$ cat src/rtl/hexseg_pkg.sv
package hexseg_pkg;
    localparam int CODE_W = 4;
    localparam int SEG_W  = 7;
    localparam int NUM_CODES = 1 << CODE_W;

    typedef logic [CODE_W-1:0] code_t;
    typedef logic [SEG_W-1:0]  seg_t;

    // what the output stage must show
    typedef enum logic [1:0] {
        SHOW_GLYPH = 2'd0,
        SHOW_DARK  = 2'd1,
        SHOW_ALL   = 2'd2
    } show_e;

    typedef struct packed {
        show_e mode;
        logic  rip_out_n;
    } ctrl_t;
endpackage

$ cat src/rtl/hexseg_glyph.sv
module hexseg_glyph
    import hexseg_pkg::*;
(
    input  code_t code,
    output seg_t  lit      // active high, bit 0 = a ... bit 6 = g
);
    seg_t lit_d;

    always_comb begin
        unique case (code)
            4'h0: lit_d = 7'h3F;
            4'h1: lit_d = 7'h06;
            4'h2: lit_d = 7'h5B;
            4'h3: lit_d = 7'h4F;
            4'h4: lit_d = 7'h66;
            4'h5: lit_d = 7'h6D;
            4'h6: lit_d = 7'h7D;   // top bar kept on six
            4'h7: lit_d = 7'h07;
            4'h8: lit_d = 7'h7F;
            4'h9: lit_d = 7'h6F;   // bottom bar kept on nine
            4'hA: lit_d = 7'h77;
            4'hB: lit_d = 7'h7C;   // lowercase b
            4'hC: lit_d = 7'h39;
            4'hD: lit_d = 7'h5E;   // lowercase d
            4'hE: lit_d = 7'h79;
            default: lit_d = 7'h71;
        endcase
    end

    assign lit = lit_d;

    always_comb begin

        glyph_span_chk: assert ($countones(lit) >= 2)
            else $error("glyph for code %0h lights too few segments", code);
    end
endmodule

$ cat src/rtl/hexseg_ctrl.sv
module hexseg_ctrl
    import hexseg_pkg::*;
(
    input  code_t code,
    input  logic  lamp_n,
    input  logic  blank_n,
    input  logic  rip_in_n,
    output show_e mode,
    output logic  rip_out_n
);
    ctrl_t ctrl_d;
    logic  is_zero;

    assign is_zero = (code == '0);

    always_comb begin
        ctrl_d           = '0;
        ctrl_d.mode      = SHOW_GLYPH;
        ctrl_d.rip_out_n = 1'b1;
        if (!rip_in_n && is_zero && lamp_n) begin
            ctrl_d.rip_out_n = 1'b0;
        end
        if (!blank_n) begin
            ctrl_d.mode = SHOW_DARK;
        end else if (!lamp_n) begin
            ctrl_d.mode = SHOW_ALL;
        end else if (!ctrl_d.rip_out_n) begin
            ctrl_d.mode = SHOW_DARK;
        end
    end

    assign mode      = ctrl_d.mode;
    assign rip_out_n = ctrl_d.rip_out_n;

    always_comb begin

        lamp_mode_chk: assert (!(blank_n && !lamp_n) || mode == SHOW_ALL)
            else $error("lamp test did not select full lighting");
    end
endmodule

$ cat src/rtl/hexseg_digit.sv
module hexseg_digit
    import hexseg_pkg::*;
(
    input  logic [3:0] digit_val,
    input  logic       lamp_test_n,
    input  logic       blank_n,
    input  logic       rb_in_n,
    output logic [6:0] seg_n,
    output logic       rb_out_n
);
    seg_t  lit;
    show_e mode;
    logic  rip_n;

    hexseg_glyph u_glyph (
        .code (digit_val),
        .lit  (lit)
    );

    hexseg_ctrl u_ctrl (
        .code      (digit_val),
        .lamp_n    (lamp_test_n),
        .blank_n   (blank_n),
        .rip_in_n  (rb_in_n),
        .mode      (mode),
        .rip_out_n (rip_n)
    );

    for (genvar s = 0; s < SEG_W; s++) begin : g_seg
        always_comb begin
            unique case (mode)
                SHOW_ALL:  seg_n[s] = 1'b0;
                SHOW_DARK: seg_n[s] = 1'b1;
                default:   seg_n[s] = ~lit[s];
            endcase
        end
    end

    assign rb_out_n = rip_n;

    always_comb begin

        if (!blank_n) begin
            blank_off_chk: assert (seg_n == 7'h7F)
                else $error("blanked digit shows segments");
        end

        if (blank_n && !lamp_test_n) begin
            lamp_on_chk: assert (seg_n == 7'h00)
                else $error("lamp test leaves segments dark");
        end

        if (!rb_out_n) begin
            ripple_dark_chk: assert (seg_n == 7'h7F)
                else $error("ripple output low on a lit digit");
        end

        if (!rb_out_n) begin
            ripple_cond_chk: assert (digit_val == 4'h0 && lamp_test_n && !rb_in_n)
                else $error("ripple output low outside a blanked zero");
        end
    end
endmodule

$ cat config.mk
export PLATFORM = sky130hd
export DESIGN_NAME = hexseg_digit
export DESIGN_NICKNAME = d
export VERILOG_FILES = /design/src/rtl/hexseg_pkg.sv /design/src/rtl/hexseg_glyph.sv /design/src/rtl/hexseg_ctrl.sv /design/src/rtl/hexseg_digit.sv
export SDC_FILE = /design/constraint.sdc
export NUM_CORES = 1
export LEC_CHECK = 0
export CORE_AREA = 2 2 39 41
export DETAILED_ROUTE_END_ITERATION = 12
export DIE_AREA = 0 0 41 43
export PLACE_DENSITY = 0.64
export REMOVE_ABC_BUFFERS = 1
export SLEW_MARGIN = 40
export SYNTH_ARGS = -nofsm -noshare
export SYNTH_HDL_FRONTEND = slang
export SYNTH_SLANG_ARGS = --single-unit
export TNS_END_PERCENT = 100
$ cat constraint.sdc
create_clock -name vclk -period 2.85
set_input_delay 0.57 -clock vclk [all_inputs]
set_output_delay 0.57 -clock vclk [all_outputs]
set_load 0.01 [all_outputs]
======== Word level (Yosys, flattened, before mapping) ========
Memories as Yosys holds them, arrays and structs flattened.
Index checks and enable logic that the tools add are counted.
storage, ports and cells
  register bits after elaboration ......... 0
  latch bits .............................. 0
  bits in writable memories ............... 0
  memory bits (read-only) ................. 112
  input bits .............................. 7
  output and inout bits ................... 8
  logic and storage cells ................. 25
  memories ................................ 1
operators by class
  $add $sub $neg .......................... 0
  multipliers ............................. 0
  div/mod/pow operators ................... 0
  $lt $le $gt $ge ......................... 0
  equal/unequal tests ..................... 2
  shift-type cells ........................ 0
  multiplexer cells ....................... 11
  bitwise gates (word level) .............. 7
  reductions and logical operators ........ 4
memory list
  memory            depth  width  read ports  clocked after memory_dff  write ports  line                text
  (name not given)  16     7      1           0                         0            hexseg_glyph.sv:10  unique case (code)
operators by type and width
  kind                                                                    number
  1-bit one-hot mux with 2 select lines                                   7
  1-bit NOT                                                               7
  4-bit zero test                                                         1
  2-bit two-way mux                                                       2
  2-bit by 1-bit equality test with 1-bit output (second input constant)  1
  2-bit equality test (second input constant)                             1
  1-bit logical AND                                                       2
  1-bit two-way mux                                                       2
  1-bit zero test                                                         1

======== Logic depth before layout (Yosys ltp) ========
Gate-level depths: netlist of the first run.
  depth in word-level cells ............... 8
  depth in mapped cells ................... 9
  mapped depth without buffers ............ 8

======== Modules after synthesis ========
From an unflattened synthesis of the first run, not the netlist that was laid out.
second synthesis, totals
  cells, all modules ...................... 52
  area total of the unflattened synthesis .. 436.7 um^2
modules (own cells, without submodules)
  module        instances  cells each  area an instance (um^2)  seq. area each (um^2)
  hexseg_glyph  1          33          287.8                    0.0
  hexseg_digit  1          12          113.9                    0.0
  hexseg_ctrl   1          7           35.0                     0.0

======== Worst setup path after synthesis of the first run ========
Ideal clock, no wire load.
  path type ............................... input-to-output
  start ................................... in digit_val[2]
  end ..................................... out seg_n[3]
  data arrival time ....................... 2.048 ns
  data required time ...................... 2.280 ns
  slack ................................... 0.232 ns
  stages .................................. 9
  path buffers ............................ 2
  path through ............................ clkbuf_4 -> nor2_1 -> nand4b_1 -> nand2_1 -> ha_1 -> clkbuf_1 -> nand2_1 -> nor3_1 -> a211o_1
on the way
  word-level cells in the longest chain between the ends .. 8
ends and longest elaborated chain
  element                                                                                line                text
  start: declaration                                                                     hexseg_digit.sv:4   input logic [3:0] digit_val,
  4-bit zero test                                                                        hexseg_ctrl.sv:14   assign is_zero = (code == '0);
  1-bit logical AND (2 in series)                                                        hexseg_ctrl.sv:20   if (!rip_in_n && is_zero && lamp_n) begin
  1-bit two-way mux                                                                      hexseg_ctrl.sv:27   end else if (!ctrl_d.rip_out_n) begin
  2-bit two-way mux                                                                      hexseg_ctrl.sv:25   end else if (!lamp_n) begin
  2-bit two-way mux                                                                      hexseg_ctrl.sv:23   if (!blank_n) begin
  2-bit by 1-bit equality test with 1-bit output or 2-bit equality test (tied branches)  hexseg_digit.sv:31  unique case (mode)
  1-bit one-hot mux with 2 select lines (*)                                              hexseg_digit.sv:31
  end: declaration                                                                       hexseg_digit.sv:8   output logic [6:0] seg_n,
Every way passes the cells marked *; elsewhere a longest branch is shown, timed or not.

======== Final worst setup path of the first run ========
Ends and elaborated chain as after synthesis.

==> impl_results.md, run 1 <==
* I/O Buffers at 15
* Max-slew headroom at approximately 88%
* Gr usage total at 11.49%
* First drt pass iteration count at 2
* FP Rows at 14
* Die footprint at 1763 um^2
* Design area at 605.6 um^2
* Critical path cell sequence: clkdlybuf4s50_1 > nor2_1 > nand4b_1 > nand2_2 > ha_4 > nand2_1 > nor3_1 > a211o_1 > buf_2
* Initial antenna violation count at 0
* Status: finished, final reports clean
* Worst Hold Slack at between 1.5 and 2 ns
* Final Critical Period at 2.708 ns
* Count of final setup violators at 0
* Post-Synth XOR/XNOR Area at 0%
* First DRT Iteration DRCs at 1
* DRC Markers at 0
* CLK BUF at 0
* Ports at 15
* Cell taking the most area after synthesis: ha_1
* HP Class: input pin to output port
* Placed cell area at about 590 um^2
* Critical path arrival at roughly 2.1 ns
* Post-Route WL at 916 um
* Share of cells above drive strength 1 at around two fifths
* Routability Congestion at about 0.8
* Leakage power at ~0.30 nW
* Setup CP Type: input pin to output port
* CP bufs+invs at 2
* Die Width at ~41 um
* Post-synthesis adder-cell area fraction at 25.09%
* Via/cell ratio at a little under 5
* P_sw at 0.00004756 W
* Share of Yosys cell area claimed by the top area cell type at between 20% and 30%
* Area fraction in compound gates after synthesis at 23.66%
* Syn_area_per_cell at roughly 7.1 um^2
* Largest net degree at the start of global routing at 14
* Slowest stage delay, CP at 0.42 ns
* Most frequent cells in the layout: buf_4, buf_2, clkdlybuf4s50_1
* PwrDens at approximately 170 nW/um^2
* Final slew viol count at 0
* Min setup slack post-route at 0.1416 ns
* Tightest Pin Transition at between 0.15 and 0.2 ns
* Routed vias at about 440
* Switching Fraction at a little under half
* DP HPWL at 750.9 um
* Delay-heaviest family, CP: buffers and inverters
* Total power at roughly 0.00010 W
* Simple-gate share of the synthesized area at about a third
* Crit path launch type: input pin
* Maximum vdd drop at ~0.000055 V
* Top post-synthesis cells by area: ha_1, mux2_2, a21oi_1
* Worst EP required at between 2 and 2.5 ns
* Tcrit/Tclk final at a little over nine tenths
* RSZ-0062 raised after global routing: false
* CP Capture Type: output port
* Sequential fraction of design power at 0%
* Max cap viols at 0
* First-pass GRT wire length at roughly 1500 um
* Clock Power Share at 0%
* Grt total ovfl at 0
* Yosys cell types at 25
* Combinational share of power at 100.0%
* Sequential element share of the synthesized area at 0%
* Register area at 0 um^2
* DR WL/cell at 10.07 um
* # diodes at 0
* Die Height at between 40 and 50 um
* Hold Vio Cnt, Final at 0
* Ys Warns at 0
* Crit-path max FO at 4
* Largest family of logic cells by synthesized area: simple AND/OR/NAND/NOR gates
* Routed Antenna Nets at 0
* Seq Cell Count at 0
* Setup WS pre-CTS at -0.5190 ns
* Synth-to-Final Area Change at 73.48%
* Core Footprint at roughly 1400 um^2
* Post-Syn Instances at between 40 and 50
* Post-synthesis mux area share at a little under a tenth
* Vias in the first global route at 370
* Pint at between 0.00005 and 0.00006 W
* Post-synth design cell area at roughly 350 um^2
* Starting Density at roughly 25%
* CP max-delay cell: clkdlybuf4s50_1
* Nets@finish at 91
* Fmax at between 300 and 400 MHz
* Leading cell type in the layout, fill and taps excluded: buf_4
final cells by class:
type	count	area, um^2
Inverter	2	7.507
Timing Repair Buffer	29	229.0
Multi-Input combinational cell	44	349.1
Fill cell	156	778.2
Tap cell	16	20.02
power by group through the flow:
stage	Combinational [W]	Clock, W	Sequential, W
after global routing	0.000115	0	0
after detailed placement	0.000112	0	0
after CTS	0.000104	0	0
after floorplan	0.0000452	0	0
final	0.000104	0	0
after global placement	0.000111	0	0
final timing paths:
path          from  cells after the start  slack (ns)       end
max   digit_val[2]                      9        0.14  seg_n[3]
min   digit_val[0]                      5        1.69  seg_n[1]
cells by family after synthesis:
family / Yosys count
AOI/OAI and AO/OA: 13
adders and majority gates: 7
buffers and inverters: 5
muxes: 3
and+or+nand+nor: 21
layer usage:
metal  up-vias  wire [um]  track usage (%)
met4         0          0                0
met5         -          0                0
met1       205        384            16.14
li1        230          -                -
met2         8        480            19.69
met3         0         50           0.5236
cell usage after synthesis (2+ instances only):
cell type  count
a21oi_1        4
nor2_1         3
nor2b_1        3
mux2_2         2
ha_1           7
o21ai_0        2
a31oi_1        3
nand2b_1       2
nand2_1        5
nor3_1         2
inv_1          2
what timing repair did:
item | in CTS | in global routing
setup endpoints to repair | 7 | 7
resized for setup | 33 | 4
setup buffers | 1 | 0
pin swaps | 4 | 2
hold buffers | 0 | 0
stage by stage:
step                utilization [%]  std cells  setup TNS, ns
floorplan                         -         46              0
global placement              42.95         90         -3.229
finish                        43.76         91              0
detailed placement            42.95         90         -3.362
global route                  43.76         91              0
CTS                           42.68         91              0
Power figures use the tool's default switching activity.
==> run 2, diff against run 1 <==
==> constraint.sdc (replaced) <==
create_clock -name vclk -period 2.9
set_input_delay 0.58 -clock vclk [all_inputs]
set_output_delay 0.58 -clock vclk [all_outputs]
set_load 0.01 [all_outputs]
==> run 2 against run 1 <==
Hold slack better by 0.020 ns. Die area unchanged. Non-clock buffer count is the same. Combinational power about the same. Sequential share of layout area did not move. Critical endpoint unchanged. First-iteration DRC count did not move. Global-route usage fell by 0.20 points. Critical path type unchanged. Highest routed layer unchanged. Cell area decreased by 0.62%. Via count shrank 0.45%.
==> impl_results.md, run 2 (synthesis gave the netlist of run 1 again) <==
* CP max-delay cell: clkdlybuf4s50_1
* Final core utilization at 43.49% (-0.27 points)
* Setup CP Type: input pin to output port
* First DRT Iteration DRCs at 1 (unchanged)
* Fmax at approximately 370 MHz
* Routed Antenna Nets at 0 (unchanged)
* End of the worst hold path: seg_n[1]
* Setup WS pre-CTS at -0.4890 ns (+0.03000 ns)
* I/O Buffers at 15 (unchanged)
* Number of fillers in the final layout at 156 (unchanged)
* Initial antenna violation count at 0 (unchanged)
* Vias in the first global route at 367 (-0.81%)
* HP Class: input pin to output port
* Ports at 15 (unchanged)
* Crit path launch type: input pin
* RSZ-0062 raised after global routing: false
* # diodes at 0 (unchanged)
* Die Height at 43 um (unchanged)
* Grt total ovfl at 0 (unchanged)
* Max-slew headroom at 88.03% (about the same)
* Worst EP required at 2.32 ns (+0.04 ns)
* First drt pass iteration count at 2 (unchanged)
* Core Footprint at 1384 um^2 (unchanged)
* PwrDens at 167.8 nW/um^2 (-2.5%)
* Post-Route WL at 917 um (+0.11%)
* Fin cells at 91 (unchanged)
* Die Width at 41 um (unchanged)
* Via/cell ratio at 4.846 (-0.45%)
* Register area at 0 um^2 (unchanged)
* Multi-input gate area at 349.1 um^2 (unchanged)
* Design area at 601.8 um^2 (-0.62%)
* Hold Vio Cnt, Final at 0 (unchanged)
* Nets@finish at 91 (unchanged)
* CP bufs+invs at 3 (+1)
* DR WL/cell at 10.08 um (+0.11%)
* Final slew viol count at 0 (unchanged)
* Leakage power at 0.2941 nW (-0.39%)
* Seq Cell Count at 0 (unchanged)
* Slowest stage delay, CP at 0.42 ns (about the same)
* Routability Congestion at 0.7777 (unchanged)
* Critical path cell sequence: clkdlybuf4s50_1 > nor2_1 > nand4b_1 > nand2_2 > ha_4 > buf_4 > a211o_1 > buf_2
* Min-delay src: digit_val[0]
* Critical path arrival at 2.16 ns (+0.02 ns)
* Min setup slack post-route at 0.1643 ns (+0.02271 ns)
* Largest net degree at the start of global routing at 14 (unchanged)
* Crit-path max FO at 4 (unchanged)
* Starting Density at 25.23% (unchanged)
* Most frequent cells in the layout: buf_4, clkdlybuf4s50_1, buf_2
* Final Critical Period at between 2 and 3 ns
* Synth-to-Final Area Change at 72.40%
* Status: finished, final reports clean
* Worst hold stages at 5 (unchanged)
* Placed cells at 90 (unchanged)
* First-pass GRT wire length at 1504 um (-1.8%)
* Tcrit/Tclk final at 94.34%
* Leading cell type in the layout, fill and taps excluded: buf_4
* Share of cells above drive strength 1 at 40.00% (unchanged)
* Placed cell area at 594.3 um^2 (unchanged)
* DP HPWL at 750.9 um (unchanged)
* Max cap viols at 0 (unchanged)
* FP Rows at 14 (unchanged)
* CLK BUF at 0 (unchanged)
* Routed vias at 441 (-0.45%)
* Count of final setup violators at 0 (unchanged)
* Tightest Pin Transition at 0.1781 ns (-0.0007219 ns)
* Worst Hold Slack at 1.715 ns (+0.01996 ns)
* Die footprint at 1763 um^2 (unchanged)
* Gr usage total at 11.29% (-0.20 points)
* CP Capture Type: output port
* DRC Markers at 0 (unchanged)
* Maximum vdd drop at 0.00005197 V (-5.7%)
* Delay-heaviest family, CP: buffers and inverters
## run 2: changes by cell type in the layout (fill, tap and decap cells not counted), sizes merged
cell | before | now
clkbuf | 0 | 1
buf | 21 | 20
## run 2: cell type report
class | count | share of cell area (%)
inverters | 2 | 1.247
well taps | 16 | 3.326
multi-input cells | 44 | 58.00
repair buffers | 29 | 37.42
## run 2: report_power, final
part | leakage [nW] | total, W | internal, W | switching, W
clock | 0 | 0 | 0 | 0
combinational | 0.294 | 0.000101 | 0.0000545 | 0.0000465
sequential | 0 | 0 | 0 | 0
## run 2: worst max-delay path by stage
stage | to | start | cells past startpoint
floorplan | seg_n[3] | digit_val[0] | 8
global placement | seg_n[2] | digit_val[0] | 10
detailed placement | seg_n[2] | digit_val[0] | 10
CTS | seg_n[5] | digit_val[1] | 10
global route | seg_n[3] | digit_val[2] | 8
finish | seg_n[3] | digit_val[2] | 8
## run 2: per-stage QoR
step | power [W] | setup TNS, ns
after global placement | 0.0001093 | -3.019
after floorplan | 0.00004441 | 0
after detailed placement | 0.0001101 | -3.152
after global routing | 0.0001113 | 0
final | 0.0001010 | 0
after CTS | 0.0001017 | 0
## run 2: timing repair
action / in CTS / in global routing
cloned: 0 / 0
buffers inserted: 1 / 0
setup endpoints to repair: 7 / 4
pin swaps: 4 / 1
endpoints found under the hold margin: 0 / 0
hold buffers: 0 / 0
resized for setup: 30 / 5
## run 2: tightest hold or removal path, stage by stage
cell	delay [ns]
dlymetal6s2s_1	0.13
buf_4	0.14
nand3_1	0.07
a31oi_1	0.08
buf_2	0.13
## run 2: routing by layer
layer  up-vias  track usage (%)  routed length (um)
met2         8            19.69                 482
li1        229                -                   -
met3         0           0.5236                  50
met1       204            15.51                 384
met4         0                0                   0
met5         -                0                   0
==> run 3, diff against run 2 <==
==> constraint.sdc (replaced) <==
create_clock -name vclk -period 2.7
set_input_delay 0.54 -clock vclk [all_inputs]
set_output_delay 0.54 -clock vclk [all_outputs]
set_load 0.01 [all_outputs]
==> run 3 against run 2 <==
Critical endpoint is now seg_n[0]. Largest cell class unchanged. Worst setup slack better by 0.0051 ns. Core utilization fell by 0.54 points. Highest routed layer unchanged. Non-clock buffer count unchanged.
==> impl_results.md, run 3 (synthesis gave the netlist of run 1 again) <==
* Post-Route WL at 966 um (+5.3%)
* Design area at 594.3 um^2 (-1.2%)
* I/O Buffers at 15 (unchanged)
* Most frequent cells in the layout: buf_4, buf_2, nand2_1, ha_1, clkdlybuf4s50_1
* Final slew viol count at 0 (unchanged)
* Starting Density at 25.23% (unchanged)
* Die Width at 41 um (unchanged)
* Clock Power Share at 0% (unchanged)
* Min-delay src: digit_val[2]
* Setup CP Type: input pin to output port
* Sum Neg Setup Slack at 0 ns (unchanged)
* Worst hold stages at 6 (+1)
* CP bufs+invs at 3 (unchanged)
* Max-slew headroom at 89.38% (+1.3 points)
* # diodes at 0 (unchanged)
* Combinational share of power at 100.0% (about the same)
* Hold Vio Cnt, Final at 0 (unchanged)
* Routed Antenna Nets at 0 (unchanged)
* CP Capture Type: output port
* Seq Cell Count at 0 (unchanged)
* CP max-delay cell: clkdlybuf4s50_1
* Placed cell area at 594.3 um^2 (unchanged)
* Hold_buf cts at 0 (unchanged)
* Worst EP required at 2.16 ns (-0.16 ns)
* Routability Congestion at 0.7400 (-4.8%)
* Largest net degree at the start of global routing at 14 (unchanged)
* Sequential fraction of design power at 0% (unchanged)
* Maximum vdd drop at 0.00005385 V (+3.6%)
* Leakage power at 0.2983 nW (+1.4%)
* Initial antenna violation count at 0 (unchanged)
* RSZ-0062 raised after global routing: false
* FP Rows at 14 (unchanged)
* Ports at 15 (unchanged)
* First DRT Iteration DRCs at 6 (+5)
* Crit-path max FO at 4 (unchanged)
* Synth-to-Final Area Change at 70.25%
* Total power at 0.0001099 W (+8.8%)
* Gr usage total at 11.39% (+0.10 points)
* Status: finished, final reports clean
* HP Class: input pin to output port
* CLK BUF at 0 (unchanged)
* Tightest Pin Transition at 0.1581 ns (-0.02003 ns)
* Nets@finish at 91 (unchanged)
* Delay-heaviest family, CP: buffers and inverters
* Core Footprint at 1384 um^2 (unchanged)
* P_sw at 0.00005048 W (+8.6%)
* Setup WS pre-CTS at -0.5820 ns (-0.09304 ns)
* Register area at 0 um^2 (unchanged)
* Die footprint at 1763 um^2 (unchanged)
* Share of cells above drive strength 1 at 40.00% (unchanged)
* Die Height at 43 um (unchanged)
* Fmax at just under 400 MHz
* End of the worst hold path: seg_n[2]
* Leading cell type in the layout, fill and taps excluded: buf_4
* Max cap viols at 0 (unchanged)
* Critical path arrival at 1.99 ns (-0.17 ns)
* Crit path launch type: input pin
* Placed cells at 90 (unchanged)
* First drt pass iteration count at 4 (+2)
* Count of final setup violators at 0 (unchanged)
* Slowest stage delay, CP at 0.45 ns (+0.03 ns)
* DP HPWL at 703.6 um (-6.3%)
* Number of fillers in the final layout at 157 (+0.64%)
* DR WL/cell at 10.62 um (+5.3%)
* Fin cells at 91 (unchanged)
* DRC Markers at 0 (unchanged)
* Final Critical Period at between 2 and 3 ns
* Tcrit/Tclk final at 93.73%
* Critical path cell sequence: clkdlybuf4s50_1 > nand4b_1 > nand2_1 > ha_4 > nor2_1 > buf_4 > a31oi_1 > buf_2
* Switching Fraction at 45.92% (-0.12 points)
* Vias in the first global route at 391 (+6.5%)
* PwrDens at 185.0 nW/um^2 (+10%)
* Pint at 0.00005945 W (+9.1%)
* Multi-input gate area at 340.3 um^2 (-2.5%)
* Min setup slack post-route at 0.1694 ns (+0.005115 ns)
* Via/cell ratio at 4.703 (-2.9%)
* Grt total ovfl at 0 (unchanged)
* Routed vias at 428 (-2.9%)
* First-pass GRT wire length at 1518 um (+0.93%)
-- run 3: worst min-delay path: cells and delay by family --
kind	cells	cell delay, ns
simple gates	2	0.11
compound gates	1	0.07
buf+inv	3	0.38
-- run 3: power by group through the flow --
stage                     combinational [W]  clock (W)  sequential (W)
after CTS                          0.000108          0               0
after global routing               0.000121          0               0
after floorplan                   0.0000477          0               0
final                              0.000110          0               0
after global placement             0.000118          0               0
after detailed placement           0.000118          0               0
-- run 3: through the flow --
stage | utilization (%) | hold slack [ns]
global route | 42.95 | 1.704
detailed placement | 42.95 | 2.144
global placement | 42.95 | 2.134
finish | 42.95 | 1.643
floorplan | - | 1.210
CTS | 42.13 | 1.738
-- run 3: area by class of cell --
cell class | count | area share, %
Multi-Input combinational cell | 44 | 57.26
Timing Repair Buffer | 29 | 38.11
Tap cell | 16 | 3.368
Inverter | 2 | 1.263
-- run 3: per-layer routing --
layer  track usage (%)  up-vias  wire length [um]
li1                  -      227                 -
met1             14.87      193               425
met2             20.94        8               500
met3                 0        0                41
met4                 0        0                 0
met5                 0        -                 0
-- run 3: how the worst max path moves through the flow --
stage / startpoint / endpoint / cells past startpoint
after global placement: digit_val[0] / seg_n[0] / 10
after global routing: digit_val[1] / seg_n[3] / 10
after floorplan: digit_val[0] / seg_n[3] / 8
final: rb_in_n / seg_n[0] / 8
after detailed placement: digit_val[0] / seg_n[0] / 10
after CTS: digit_val[2] / seg_n[3] / 8
-- run 3: timing repair --
| action | 4_1_cts | 5_1_grt |
|---|---|---|
| setup endpoints to repair | 7 | 6 |
| pin swaps | 4 | 1 |
| resized for setup | 34 | 4 |
| hold endpoints to repair | 0 | 0 |
| setup buffers | 1 | 0 |
